## config.mk

```make
export PLATFORM = sky130hd
export DESIGN_NAME = lp_event_latch
export DESIGN_NICKNAME = d
export VERILOG_FILES = /design/src/rtl/lp_evt_pkg.sv /design/src/rtl/lp_sync_edge.sv /design/src/rtl/lp_pend_store.sv /design/src/rtl/lp_brk_gen.sv /design/src/rtl/lp_event_latch.sv
export SDC_FILE = /design/constraint.sdc
export NUM_CORES = 1
export LEC_CHECK = 0
export ABC_AREA = 0
export BUFFER_PORTS_ARGS = -buffer_cell sky130_fd_sc_hd__buf_2
export CAP_MARGIN = 20
export CORE_MARGIN = 5
export CORE_UTILIZATION = 44
export DETAILED_ROUTE_END_ITERATION = 8
export HOLD_SLACK_MARGIN = 0.05
export PLACE_DENSITY = 0.7
export REMOVE_ABC_BUFFERS = 1
export SLEW_MARGIN = 20
export SYNTH_ARGS = -nofsm -noshare
export SYNTH_HDL_FRONTEND = slang
export SYNTH_HIERARCHICAL = 1
export SYNTH_SLANG_ARGS = --single-unit
```

## constraint.sdc

```tcl
create_clock -name clk -period 0.95 [get_ports clk]
set_input_delay 0.1425 -clock clk [delete_from_list [all_inputs] [get_ports clk]]
set_output_delay 0.1425 -clock clk [all_outputs]
set_load 0.02 [all_outputs]
```

## src/rtl/lp_evt_pkg.sv

```systemverilog
package lp_evt_pkg;

  localparam int unsigned SB_LINES_DEF = 5;
  localparam int unsigned SYNC_DEF     = 2;

  typedef enum logic [1:0] {
    PST_RUN   = 2'b00,
    PST_GRANT = 2'b01,
    PST_SNOOP = 2'b10,
    PST_RSVD  = 2'b11
  } pwr_state_e;

  // Only the running code releases events; every other code holds them.
  function automatic logic is_running(input logic [1:0] st);
    return (st == PST_RUN);
  endfunction

  // Rising edge of a synchronised level: current stage high, previous low.
  function automatic logic edge_up(input logic now_v, input logic prev_v);
    return now_v & ~prev_v;
  endfunction

endpackage

```

## src/rtl/lp_sync_edge.sv

```systemverilog
module lp_sync_edge #(
  parameter int unsigned STAGES = 2
) (
  input  logic clk,
  input  logic rst,
  input  logic async_i,
  output logic rise_o
);
  import lp_evt_pkg::*;

  localparam int unsigned CHAIN = STAGES + 1;

  logic [CHAIN-1:0] chain_q;

  always_ff @(posedge clk) begin
    if (rst) chain_q <= '0;
    else     chain_q <= {chain_q[CHAIN-2:0], async_i};
  end

  assign rise_o = edge_up(chain_q[STAGES-1], chain_q[STAGES]);

  AST_SINGLE_RISE: assert property (@(posedge clk) disable iff (rst)
    rise_o |=> !rise_o);

endmodule

```

## src/rtl/lp_pend_store.sv

```systemverilog
module lp_pend_store #(
  parameter int unsigned WIDTH = 6
) (
  input  logic             clk,
  input  logic             rst,
  input  logic             run_i,
  input  logic [WIDTH-1:0] occ_i,
  output logic [WIDTH-1:0] pend_o,
  output logic [WIDTH-1:0] svc_o
);

  logic [WIDTH-1:0] pend_q;
  logic [WIDTH-1:0] svc_q;

  for (genvar g = 0; g < WIDTH; g++) begin : g_slot
    always_ff @(posedge clk) begin
      if (rst) begin
        pend_q[g] <= 1'b0;
        svc_q[g]  <= 1'b0;
      end else if (run_i) begin
        svc_q[g]  <= pend_q[g] | occ_i[g];
        pend_q[g] <= 1'b0;
      end else begin
        svc_q[g]  <= 1'b0;
        pend_q[g] <= pend_q[g] | occ_i[g];
      end
    end

    AST_PEND_STICKY: assert property (@(posedge clk) disable iff (rst)
      (pend_q[g] && !run_i) |=> pend_q[g]);
  end

  assign pend_o = pend_q;
  assign svc_o  = svc_q;

  AST_NO_PULSE_STOPPED: assert property (@(posedge clk) disable iff (rst)
    !run_i |=> (svc_q == '0));

endmodule

```

## src/rtl/lp_brk_gen.sv

```systemverilog
module lp_brk_gen #(
  parameter int unsigned WIDTH = 6
) (
  input  logic [WIDTH-1:0] pend_i,
  output logic             brk_n_o
);
  // Wake request is the plain OR of pending flags; no enable term enters here.
  assign brk_n_o = ~(|pend_i);
endmodule

```

## src/rtl/lp_event_latch.sv

```systemverilog
module lp_event_latch #(
  parameter int unsigned SB_LINES = lp_evt_pkg::SB_LINES_DEF,
  parameter int unsigned SYNC_STG = lp_evt_pkg::SYNC_DEF
) (
  input  logic                clk,
  input  logic                rst,
  input  logic [SB_LINES-1:0] evt_i,
  input  logic                bus_irq_i,
  input  logic                irq_en_i,
  input  logic [1:0]          pwr_state_i,
  output logic [SB_LINES:0]   svc_o,
  output logic                brk_n_o
);
  import lp_evt_pkg::*;

  localparam int unsigned N_EV = SB_LINES + 1;

  logic [SB_LINES-1:0] sb_rise;
  logic [N_EV-1:0]     occ;
  logic [N_EV-1:0]     pend;
  logic                run;

  for (genvar g = 0; g < SB_LINES; g++) begin : g_sync
    lp_sync_edge #(.STAGES(SYNC_STG)) u_sync (
      .clk     (clk),
      .rst     (rst),
      .async_i (evt_i[g]),
      .rise_o  (sb_rise[g])
    );
  end

  assign run = is_running(pwr_state_i);
  assign occ = {bus_irq_i, sb_rise};

  lp_pend_store #(.WIDTH(N_EV)) u_store (
    .clk    (clk),
    .rst    (rst),
    .run_i  (run),
    .occ_i  (occ),
    .pend_o (pend),
    .svc_o  (svc_o)
  );

  lp_brk_gen #(.WIDTH(N_EV)) u_brk (
    .pend_i  (pend),
    .brk_n_o (brk_n_o)
  );

  AST_WAKE_ON_CAPTURE: assert property (@(posedge clk) disable iff (rst)
    (!run && (occ != '0)) |=> !brk_n_o);

  AST_MASK_NO_EFFECT: assert property (@(posedge clk) disable iff (rst)
    (!run && bus_irq_i && !irq_en_i) |=> !brk_n_o);

  AST_RETURN_DELIVERS: assert property (@(posedge clk) disable iff (rst)
    (run && !brk_n_o) |=> (brk_n_o && (svc_o != '0)));

  AST_BUS_CAPTURE: assert property (@(posedge clk) disable iff (rst)
    (!run && bus_irq_i) |=> (pend[SB_LINES] && svc_o[SB_LINES] == 1'b0));

endmodule

```

* Word level (Yosys, flattened, before mapping)
Index checks and enable logic that the tools add are counted.
** Cells by class
- Reductions and logical operators :: 4
- Bitwise operators :: 18
** Operators with widths (number)
- NOT 1 bit :: 7
- bitwise OR 1 bit :: 6
- OR reduction 6 bit :: 1
- AND 1 bit :: 5
- OR reduction 2 bit :: 2
- zero test 2 bit :: 1
** Storage, ports and cells
- Word-level logic and storage cells :: 39
- Input bits :: 11
- Flip-flop bits (word level) :: 27
- Output and inout bits :: 7

* Longest topological paths before layout
Gate-level depths: netlist of run 1.
- Depth after elaboration :: 3
- Depth in mapped cells :: 4
- Gate-level depth less buffers :: 3

* Hierarchy
Netlist of run 1, hierarchy kept.
** Modules (own cells, without submodules)
- lp_sync_edge :: cells an instance 7, sequential area each 60.1 sq um, times used 5, area each 87.6 sq um
- lp_pend_store :: cells an instance 33, sequential area each 240.2 sq um, times used 1, area each 346.6 sq um
- lp_brk_gen :: cells an instance 2, sequential area each 0.0 sq um, times used 1, area each 17.5 sq um
- lp_event_latch :: cells an instance 1, sequential area each 0.0 sq um, times used 1, area each 3.8 sq um

* Worst setup path before layout of run 1
OpenSTA, ideal clock, no wires.
- Kind :: flip-flop to output port
- From :: reg u_store.pend_q[5] (netlist: u_store/pend_o[5])
- To :: out brk_n_o
- Cell stages (with the launch flop) :: 3
- Path buffers :: 0
- Arrival :: 1.103 ns
- Data required time :: 0.808 ns
- Setup slack :: -0.296 ns
- Cells stage by stage :: dfxtp_1 > or4_1 > nor3_2
** On the way
- Word-level cells in the longest chain between the ends :: 2
** Ends and longest elaborated chain
- from (decl) :: line lp_pend_store.sv:12 : logic [WIDTH-1:0] pend_q;
- from (signal, indexed assignment) :: line lp_pend_store.sv:25 : pend_q[g] <= pend_q[g] | occ_i[g];
- OR reduction 6 bit :: line lp_brk_gen.sv:8 : assign brk_n_o = ~(|pend_i);
- NOT 1 bit :: line lp_brk_gen.sv:8
- to (decl) :: line lp_event_latch.sv:12 : output logic brk_n_o
Every way passes these cells.

* Worst setup path after layout of run 1
Ends and elaborated chain as after synthesis.

==> run_results.csv, run 1 <==
group,metric,value,unit
run_status,status,"finished with violations",
run_status,violations,"negative setup slack",
logic_synthesis,synth_seq_area_share,67.08,%
cells_and_area,drive_gt1_share,31.96,%
min_path,hp-class,"input port to flip-flop",
clock_tree,clock_path_buffers,2,
clock_tree,post-cts-setup-buffers,0,
worst_setup_path,worstPathMaxFanout,2,
worst_setup_path,cp.required,0.81,ns
worst_setup_path,path_cells,"or4_1, nor3_2, buf_4",
cells_and_area,diodes,0,
sta,slew_headroom,79.93,%
routing,drt_iter0_drc,3,
logic_synthesis,yosysWarnings,6,
sta,tns,-0.6313,ns
worst_setup_path,start_kind,"flip-flop",
worst_setup_path,r2r_slack,0.12,ns
grt,grt.overflow.total,0,
sta,whs,0.2236,ns
logic_synthesis,synthCells,71,
floorplan,core_region_area,1727,µm²
clock_tree,cts.clk_slew.worst_paths,0.13,ns
worst_setup_path,worstSetupEndpointType,"output port",
cells_and_area,num-nets-final,109,
sta,hold_viol,0,
placed_design,place_inst,112,
clock_tree,cts_made_buffers,3,
placed_design,place_area,913.4,µm²
routing,vias,508,
routing,viasPerCell,4.164,
floorplan,die-area,2787,µm²
routing,post_drt_wl_per_cell,9.336,µm
grt,grt_pass1_vias,485,
routing,drtPass1Iterations,4,
cells_and_area,finalNonFillerCells,122,
cells_and_area,syn_to_final_growth,27.80,%
sta,final-max-slew-violation-count,0,
grt,grt_max_degree,16,
placed_design,port_buffers,16,
placed_design,gp_congestion,0.6767,
worst_setup_path,cpPeakStageDelay,0.53,ns
clock_tree,cts_root_buf,"clkbuf_4",
logic_synthesis,ys_types,11,
floorplan,start_util,46.67,%
sta,rsz0062_at_grt,"yes",
grt,grt_pass1_wl,1.994,mm
floorplan,fp.dieH,52.80,µm
floorplan,num_rows,15,
sta,clock_skew,0.004714,ns
job,drv_cap,0,
worst_setup_path,path_class,"flip-flop to output port",
pwr,leakagePower,0.4320,nW
placed_design,preCtsSetupSlack,-0.3118,ns
placed_design,place_hpwl,775.3,µm
clock_tree,insertion_delay,0.30,ns
worst_setup_path,critPathSlowestCell,"or4_1",
routing,detail-route-antenna-nets,0,
clock_tree,ctsHtreeMaxLevel,1,
floorplan,fp.dieW,52.80,µm
sta,post-route-min-period,1.581,ns
cells_and_area,post-route-cell-area,1030,µm²
logic_synthesis,syn_area,805.8,µm²
logic_synthesis,ys_seq_elements,27,
routing,drc,0,
logic_synthesis,synth.area.top_cells,"dfxtp_1, nor2b_1, nor2_1",
clock_tree,tritoncts,"built",
floorplan,io-pin-count,18,
logic_synthesis,synth_top_area_share,67.08,%
clock_tree,clkSinkCount,27,
sta,worst_slew_pin_slew,0.3011,ns
pwr,peakVddDrop,0.001064,V
sta,fmax,0.6324,GHz
logic_synthesis,avgSynthCellArea,11.35,µm²
grt,antenna_found_initial,0,
logic_synthesis,netlist.top_cell.by_area,"dfxtp_1",
worst_setup_path,worstPathArrival,1.44,ns
sta,setup_ws,-0.6313,ns
sta,finalSetupViolCount,1,
pwr,p_per_area,1742,nW/µm²
grt,grt_usage,9.887,%
routing,drt_wl_total,1.139,mm
sta,fin_crit_sh,166.5,%
## layout by cell type, fill, tap and decap left out
| cell | count |
|---|---|
| nor2_4 | 1 |
| nor2_1 | 15 |
| clkbuf_4 | 3 |
| dlygate4sd3_1 | 6 |
| clkbuf_1 | 1 |
| nor3_2 | 1 |
| or2_1 | 1 |
| or4_1 | 1 |
| nor2b_2 | 5 |
| dfxtp_2 | 1 |
| buf_6 | 3 |
| nand2b_1 | 1 |
| nor2_2 | 3 |
| nor2b_1 | 15 |
| buf_2 | 9 |
| dfxtp_1 | 26 |
| buf_4 | 5 |
## metrics by stage
stage	utilization [%]	power, W
after floorplan	-	0.001292
after global placement	52.90	0.001340
after detailed placement	52.90	0.001344
after CTS	58.04	0.001823
after global routing	59.64	0.001886
final	59.64	0.001794
## synthesized netlist by cell type (all sizes together)
cell type	number
dfxtp	27
or4	1
buf	1
nor2b	20
nor3	1
nor2	19
nand2b	1
or2	1
## state kept, by name, summed over array words and instances, names as in the netlist
| register | cells |
|---|---|
| g_sync.u_sync/chain_q | 15 |
| u_store/pend_o | 6 |
| u_store/svc_o | 6 |
## repair_timing
| action | 4_1_cts | 5_1_grt |
|---|---|---|
| hold endpoints to repair | 6 | 0 |
| setup endpoints to repair | 1 | 7 |
| gates resized for setup | 1 | 10 |
| hold buffers | 6 | 0 |
## report_power, final
part | switching [W] | internal (W)
registers | 0.0000147 | 0.00117
clock network | 0.000285 | 0.000164
logic | 0.0000730 | 0.0000845
## metal layers
metal	vias to the layer above	part of all wire, %	GRT usage [%]	routed length (µm)
met5	-	0	0	0
met4	0	1.1	5.106	12
met3	2	8.2	3.134	93
met2	14	46	15.50	520
met1	223	45	11.99	512
li1	269	-	-	-
## kinds of logic after synthesis
| logic type | share of synthesized area [%] |
|---|---|
| buffers and inverters | 1.397 |
| AND/OR/NAND/NOR | 31.52 |
| flip-flops | 67.08 |
## worst paths after layout
path	startpoint	endpoint	depth (start not counted)
max	u_store/pend_o[5]$_SDFF_PP0_	brk_n_o	3
min	pwr_state_i[0]	u_store/svc_o[1]$_SDFF_PP0_	4
max reg2reg	g_sync[0].u_sync/chain_q[1]$_SDFF_PP0_	u_store/svc_o[0]$_SDFF_PP0_	3
min reg2reg	g_sync[0].u_sync/chain_q[0]$_SDFF_PP0_	g_sync[0].u_sync/chain_q[1]$_SDFF_PP0_	1
## layout make-up
type / instances / area (µm²)
well taps: 25 / 31.28
fillers: 166 / 696.9
multi-input cells: 43 / 254.0
repair buffers: 23 / 176.4
flip-flops and latches: 27 / 541.8
clock buffers: 4 / 26.28
## critical path, delay by kind of cell, from the launching register on
kind | cells | cell delay, ns
buffers and inverters | 1 | 0.16
DFF | 1 | 0.33
and+or+nand+nor | 2 | 0.65
No activity file was read; power rests on OpenSTA's default activity.
==> run 2, diff against run 1 <==
--- a/config.mk
+++ b/config.mk
@@ -13,7 +13,10 @@
 export DETAILED_ROUTE_END_ITERATION = 8
 export HOLD_SLACK_MARGIN = 0.05
 export PLACE_DENSITY = 0.7
+export RECOVER_POWER = 50
 export REMOVE_ABC_BUFFERS = 1
+export SKIP_CTS_REPAIR_TIMING = 1
+export SKIP_LAST_GASP = 1
 export SLEW_MARGIN = 20
 export SYNTH_ARGS = -nofsm -noshare
 export SYNTH_HDL_FRONTEND = slang
==> run 2 against run 1 <==
Compared with the run above: first-iteration DRC count is 33% lower; die area stayed put; sequential share of layout area is 1.5 points higher; via count is 2.0% lower; combinational power is 6% lower; critical endpoint unchanged; largest cell class unchanged; the flow still finishes with violations (negative setup slack); final cell count is 1.6% lower; non-clock buffer count is 2 lower.
==> run_results.csv, run 2 (synthesized netlist as in run 1, its figures left out) <==
group,metric,value,unit
run_status,status,"finished with violations",
run_status,violations,"negative setup slack",
pwr,peakVddDrop,0.001066,V
placed_design,place_inst,112,
sta,clock_skew,0.002683,ns
routing,drt_iter0_drc,2,
routing,drt_wl_total,1.127,mm
clock_tree,cts.clk_slew.worst_paths,0.13,ns
worst_setup_path,worstSetupEndpointType,"output port",
placed_design,port_buffers,16,
clock_tree,cts_root_buf,"clkbuf_4",
placed_design,gp_congestion,0.6767,
sta,rsz0062_at_grt,"yes",
cells_and_area,post-route-cell-area,1001,µm²
job,drv_cap,0,
floorplan,die-area,2787,µm²
floorplan,core_region_area,1727,µm²
worst_setup_path,worstPathArrival,1.44,ns
worst_setup_path,worstPathMaxFanout,2,
grt,grt_pass1_vias,452,
sta,hold_viol,0,
worst_setup_path,path_class,"flip-flop to output port",
grt,grt_max_degree,16,
sta,post-route-min-period,1.582,ns
clock_tree,insertion_delay,0.30,ns
cells_and_area,most-common-layout-cells,"dfxtp_1, nor2_1, nor2b_1",
routing,drc,0,
floorplan,num_rows,15,
cells_and_area,largest_reg_flops,15,
routing,detail-route-antenna-nets,0,
pwr,p_per_area,1785,nW/µm²
cells_and_area,layout_commonest_cell,"dfxtp_1",
cells_and_area,num-nets-final,107,
clock_tree,clkSinkCount,27,
grt,grt.overflow.total,0,
routing,vias,498,
clock_tree,clock_path_buffers,2,
placed_design,place_hpwl,775.3,µm
cells_and_area,drive_gt1_share,30.53,%
floorplan,io-pin-count,18,
cells_and_area,diodes,0,
floorplan,fp.dieW,52.80,µm
routing,drtPass1Iterations,3,
clock_tree,tritoncts,"built",
pwr,leakagePower,0.4165,nW
routing,viasPerCell,4.150,
clock_tree,ctsHtreeMaxLevel,1,
placed_design,preCtsSetupSlack,-0.3118,ns
sta,finalSetupViolCount,1,
floorplan,start_util,46.67,%
clock_tree,cts_made_buffers,3,
sta,slew_headroom,59.85,%
cells_and_area,syn_to_final_growth,24.22,%
cells_and_area,largest_register,"g_sync.u_sync/chain_q",
floorplan,fp.dieH,52.80,µm
sta,fin_crit_sh,166.5,%
worst_setup_path,start_kind,"flip-flop",
cells_and_area,finalNonFillerCells,120,
worst_setup_path,cp.required,0.81,ns
placed_design,place_area,913.4,µm²
grt,grt_pass1_wl,1.849,mm
sta,worst_slew_pin_slew,0.6022,ns
grt,antenna_found_initial,0,
sta,setup_ws,-0.6316,ns
sta,fmax,0.6323,GHz
min_path,hp-class,"input port to flip-flop",
grt,grt_usage,9.232,%
routing,post_drt_wl_per_cell,9.392,µm
sta,final-max-slew-violation-count,0,
[run 2: changes by cell type in the layout (fill, tap and decap cells not counted), sizes merged]
| cell | delta |
|---|---|
| buf | -2 |
| clkbuf | +2 |
| dlygate4sd3 | -2 |
[run 2: critical path, stage by stage (launching register included)]
cell	delay (ns)
dfxtp_1	0.33
or4_1	0.53
nor3_2	0.12
buf_4	0.16
[run 2: through the flow]
step	utilization [%]	hold slack [ns]	power, W	TNS, ns
6_report	57.97	0.03811	0.001787	-0.6316
3_3_place_gp	52.90	0.3487	0.001340	-0.2941
2_1_floorplan	-	0.2141	0.001292	-0.2956
4_1_cts	54.42	0.02694	0.001800	-0.6722
3_5_place_dp	52.90	0.3594	0.001344	-0.3118
5_1_grt	57.97	0.04858	0.001882	-0.7296
[run 2: area by class of cell]
| class | instances | area [µm²] |
|---|---|---|
| clock buffer | 4 | 26.28 |
| fill | 170 | 725.7 |
| multi-input combinational | 43 | 254.0 |
| sequential | 27 | 541.8 |
| tap | 25 | 31.28 |
| timing repair buffer | 21 | 147.6 |
[run 2: path summary, 6_finish.rpt]
| kind | slack, ns | startpoint | to | depth (start not counted) |
|---|---|---|---|---|
| setup reg to reg | 0.12 | g_sync[0].u_sync/chain_q[1]$_SDFF_PP0_ | u_store/svc_o[0]$_SDFF_PP0_ | 3 |
| hold reg to reg | 0.45 | g_sync[0].u_sync/chain_q[0]$_SDFF_PP0_ | g_sync[0].u_sync/chain_q[1]$_SDFF_PP0_ | 1 |
| setup / recovery | -0.63 | u_store/pend_o[5]$_SDFF_PP0_ | brk_n_o | 3 |
| hold / removal | 0.04 | evt_i[0] | g_sync[0].u_sync/chain_q[0]$_SDFF_PP0_ | 2 |
[run 2: report_power, final]
group / switching (W) / internal (W) / total [W]
Sequential: 0.0000143 / 0.00117 / 0.00119
Combinational: 0.0000717 / 0.0000758 / 0.000148
Clock: 0.000288 / 0.000164 / 0.000451
Total: 0.000374 / 0.00141 / 0.00179
[run 2: routing by layer]
metal  up-vias  share of wire, %  GRT usage (%)
li1        264                 -              -
met1       218                44          10.93
met2        14                46          14.26
met3         2               9.1          3.419
met4         0               1.1          5.106
met5         -                 0              0
==> run 3, diff against run 2 <==
--- a/config.mk
+++ b/config.mk
@@ -15,6 +15,7 @@
 export PLACE_DENSITY = 0.7
 export RECOVER_POWER = 50
 export REMOVE_ABC_BUFFERS = 1
+export SETUP_SLACK_MARGIN = 0.1
 export SKIP_CTS_REPAIR_TIMING = 1
 export SKIP_LAST_GASP = 1
 export SLEW_MARGIN = 20
==> constraint.sdc (replaced) <==
create_clock -name clk -period 0.95 [get_ports clk]
set_input_delay 0.1425 -clock clk [delete_from_list [all_inputs] [get_ports clk]]
set_output_delay 0.1425 -clock clk [all_outputs]
set_load 0.005 [all_outputs]
==> run 3 against run 2 <==
Compared with the run above: the flow still finishes with violations (negative setup slack); utilization rose by 0.073 points; largest power group unchanged; count of clock-buffer cells in the layout unchanged; sequential power hardly changed.
==> run_results.csv, run 3 (synthesized netlist as in run 1, its figures left out) <==
group,metric,value,unit
run_status,status,"finished with violations",
run_status,violations,"negative setup slack",
min_path,hold_start,"pwr_state_i[0]",
routing,detail-route-antenna-nets,0,
floorplan,num_rows,15,
floorplan,core_region_area,1727,µm²
sta,worst_slew_pin_slew,0.3136,ns
sta,fmax,0.6473,GHz
min_path,whs_path_depth,4,
routing,drt_wl_total,1.108,mm
floorplan,fp.dieW,52.80,µm
cells_and_area,largest_register,"g_sync.u_sync/chain_q",
routing,post_drt_wl_per_cell,9.082,µm
placed_design,gp_congestion,0.6764,
worst_setup_path,r2r_cells,3,
worst_setup_path,r2r_slack,0.15,ns
routing,vias,503,
cells_and_area,num-nets-final,109,
worst_setup_path,regToRegEndpoint,"u_store/svc_o[3]$_SDFF_PP0_",
sta,slew_headroom,79.09,%
worst_setup_path,worstSetupEndpointType,"output port",
sta,clock_skew,0.003002,ns
floorplan,fp.dieH,52.80,µm
min_path,hp-class,"input port to flip-flop",
pwr,p_per_area,1774,nW/µm²
min_path,whs_endpoint,"u_store/svc_o[1]$_SDFF_PP0_",
pwr,fin_total_pwr,0.001778,W
job,drv_cap,0,
clock_tree,cts_root_buf,"clkbuf_4",
sta,fin_crit_sh,162.6,%
sta,post-route-min-period,1.545,ns
grt,grt_usage,9.583,%
cells_and_area,most-common-layout-cells,"dfxtp_1, buf_2, nor2b_1",
sta,hold_viol,0,
sta,setup_ws,-0.5949,ns
cells_and_area,drive_gt1_share,31.96,%
grt,antenna_found_initial,0,
cells_and_area,finalNonFillerCells,122,
routing,drtPass1Iterations,4,
worst_setup_path,start_kind,"flip-flop",
worst_setup_path,worstPathMaxFanout,2,
pwr,peakVddDrop,0.0008238,V
worst_setup_path,worstPathArrival,1.40,ns
floorplan,start_util,46.67,%
routing,viasPerCell,4.123,
clock_tree,clkSinkCount,27,
sta,finalSetupViolCount,1,
clock_tree,ctsHtreeMaxLevel,1,
floorplan,die-area,2787,µm²
placed_design,place_inst,112,
clock_tree,clock_path_buffers,2,
worst_setup_path,r2r_start,"g_sync[3].u_sync/chain_q[1]$_SDFF_PP0_",
cells_and_area,layout_commonest_cell,"dfxtp_1",
worst_setup_path,cp.required,0.81,ns
sta,whs,0.2109,ns
sta,final-max-slew-violation-count,0,
cells_and_area,syn_to_final_growth,24.38,%
cells_and_area,largest_reg_flops,15,
clock_tree,insertion_delay,0.31,ns
grt,grt_max_degree,16,
cells_and_area,diodes,0,
clock_tree,tritoncts,"built",
routing,drt_iter0_drc,3,
sta,rsz0062_at_grt,"yes",
clock_tree,cts_made_buffers,3,
worst_setup_path,path_class,"flip-flop to output port",
floorplan,io-pin-count,18,
grt,grt_pass1_wl,1.814,mm
grt,grt_pass1_vias,442,
clock_tree,cts.clk_slew.worst_paths,0.12,ns
placed_design,port_buffers,16,
placed_design,place_hpwl,790.9,µm
pwr,leakagePower,0.4296,nW
grt,grt.overflow.total,0,
routing,drc,0,
==> run 3: cell type report <==
cell class	count	area (µm²)
fill	160	724.4
sequential	27	540.5
multi-input combinational	43	256.5
timing repair buffer	23	147.6
tap	25	31.28
clock buffer	4	26.28
==> run 3: power by group <==
group	total [W]	switching [W]	internal, W
logic	0.000135	0.0000582	0.0000767
registers	0.00119	0.0000137	0.00117
clock network	0.000456	0.000292	0.000164
==> run 3: worst max-delay path by stage <==
| stage | from | endpoint | slack [ns] | depth (start not counted) |
|---|---|---|---|---|
| floorplan | u_store/pend_o[5]$_SDFF_PP0_ | brk_n_o | -0.13 | 2 |
| detailed placement | u_store/pend_o[5]$_SDFF_PP0_ | brk_n_o | -0.26 | 3 |
| CTS | u_store/pend_o[5]$_SDFF_PP0_ | brk_n_o | -0.63 | 3 |
| global route | u_store/pend_o[5]$_SDFF_PP0_ | brk_n_o | -0.68 | 3 |
| finish | u_store/pend_o[5]$_SDFF_PP0_ | brk_n_o | -0.59 | 3 |
| global placement | u_store/pend_o[5]$_SDFF_PP0_ | brk_n_o | -0.24 | 3 |
==> run 3: worst max-delay path, cell delays in order (launching register included) <==
cell	delay, ns
dfxtp_1	0.33
or4_1	0.53
nor3_2	0.11
buf_2	0.13
==> run 3: routing by layer <==
layer	global-route usage, %	vias up	wire length, µm
met1	11.44	211	497
met2	13.43	17	457
li1	-	269	-
met3	2.849	6	105
met5	0	-	0
met4	8.936	0	47
==> run 3: through the flow <==
stage | setup TNS (ns) | worst slack (ns) | instance area, µm² | utilization (%)
floorplan | -0.1274 | -0.1274 | 794.5 | -
global placement | -0.2428 | -0.2428 | 913.4 | 52.90
detailed placement | -0.2605 | -0.2605 | 913.4 | 52.90
CTS | -0.6320 | -0.6320 | 939.7 | 54.42
global route | -0.6842 | -0.6842 | 1002 | 58.04
finish | -0.5949 | -0.5949 | 1002 | 58.04
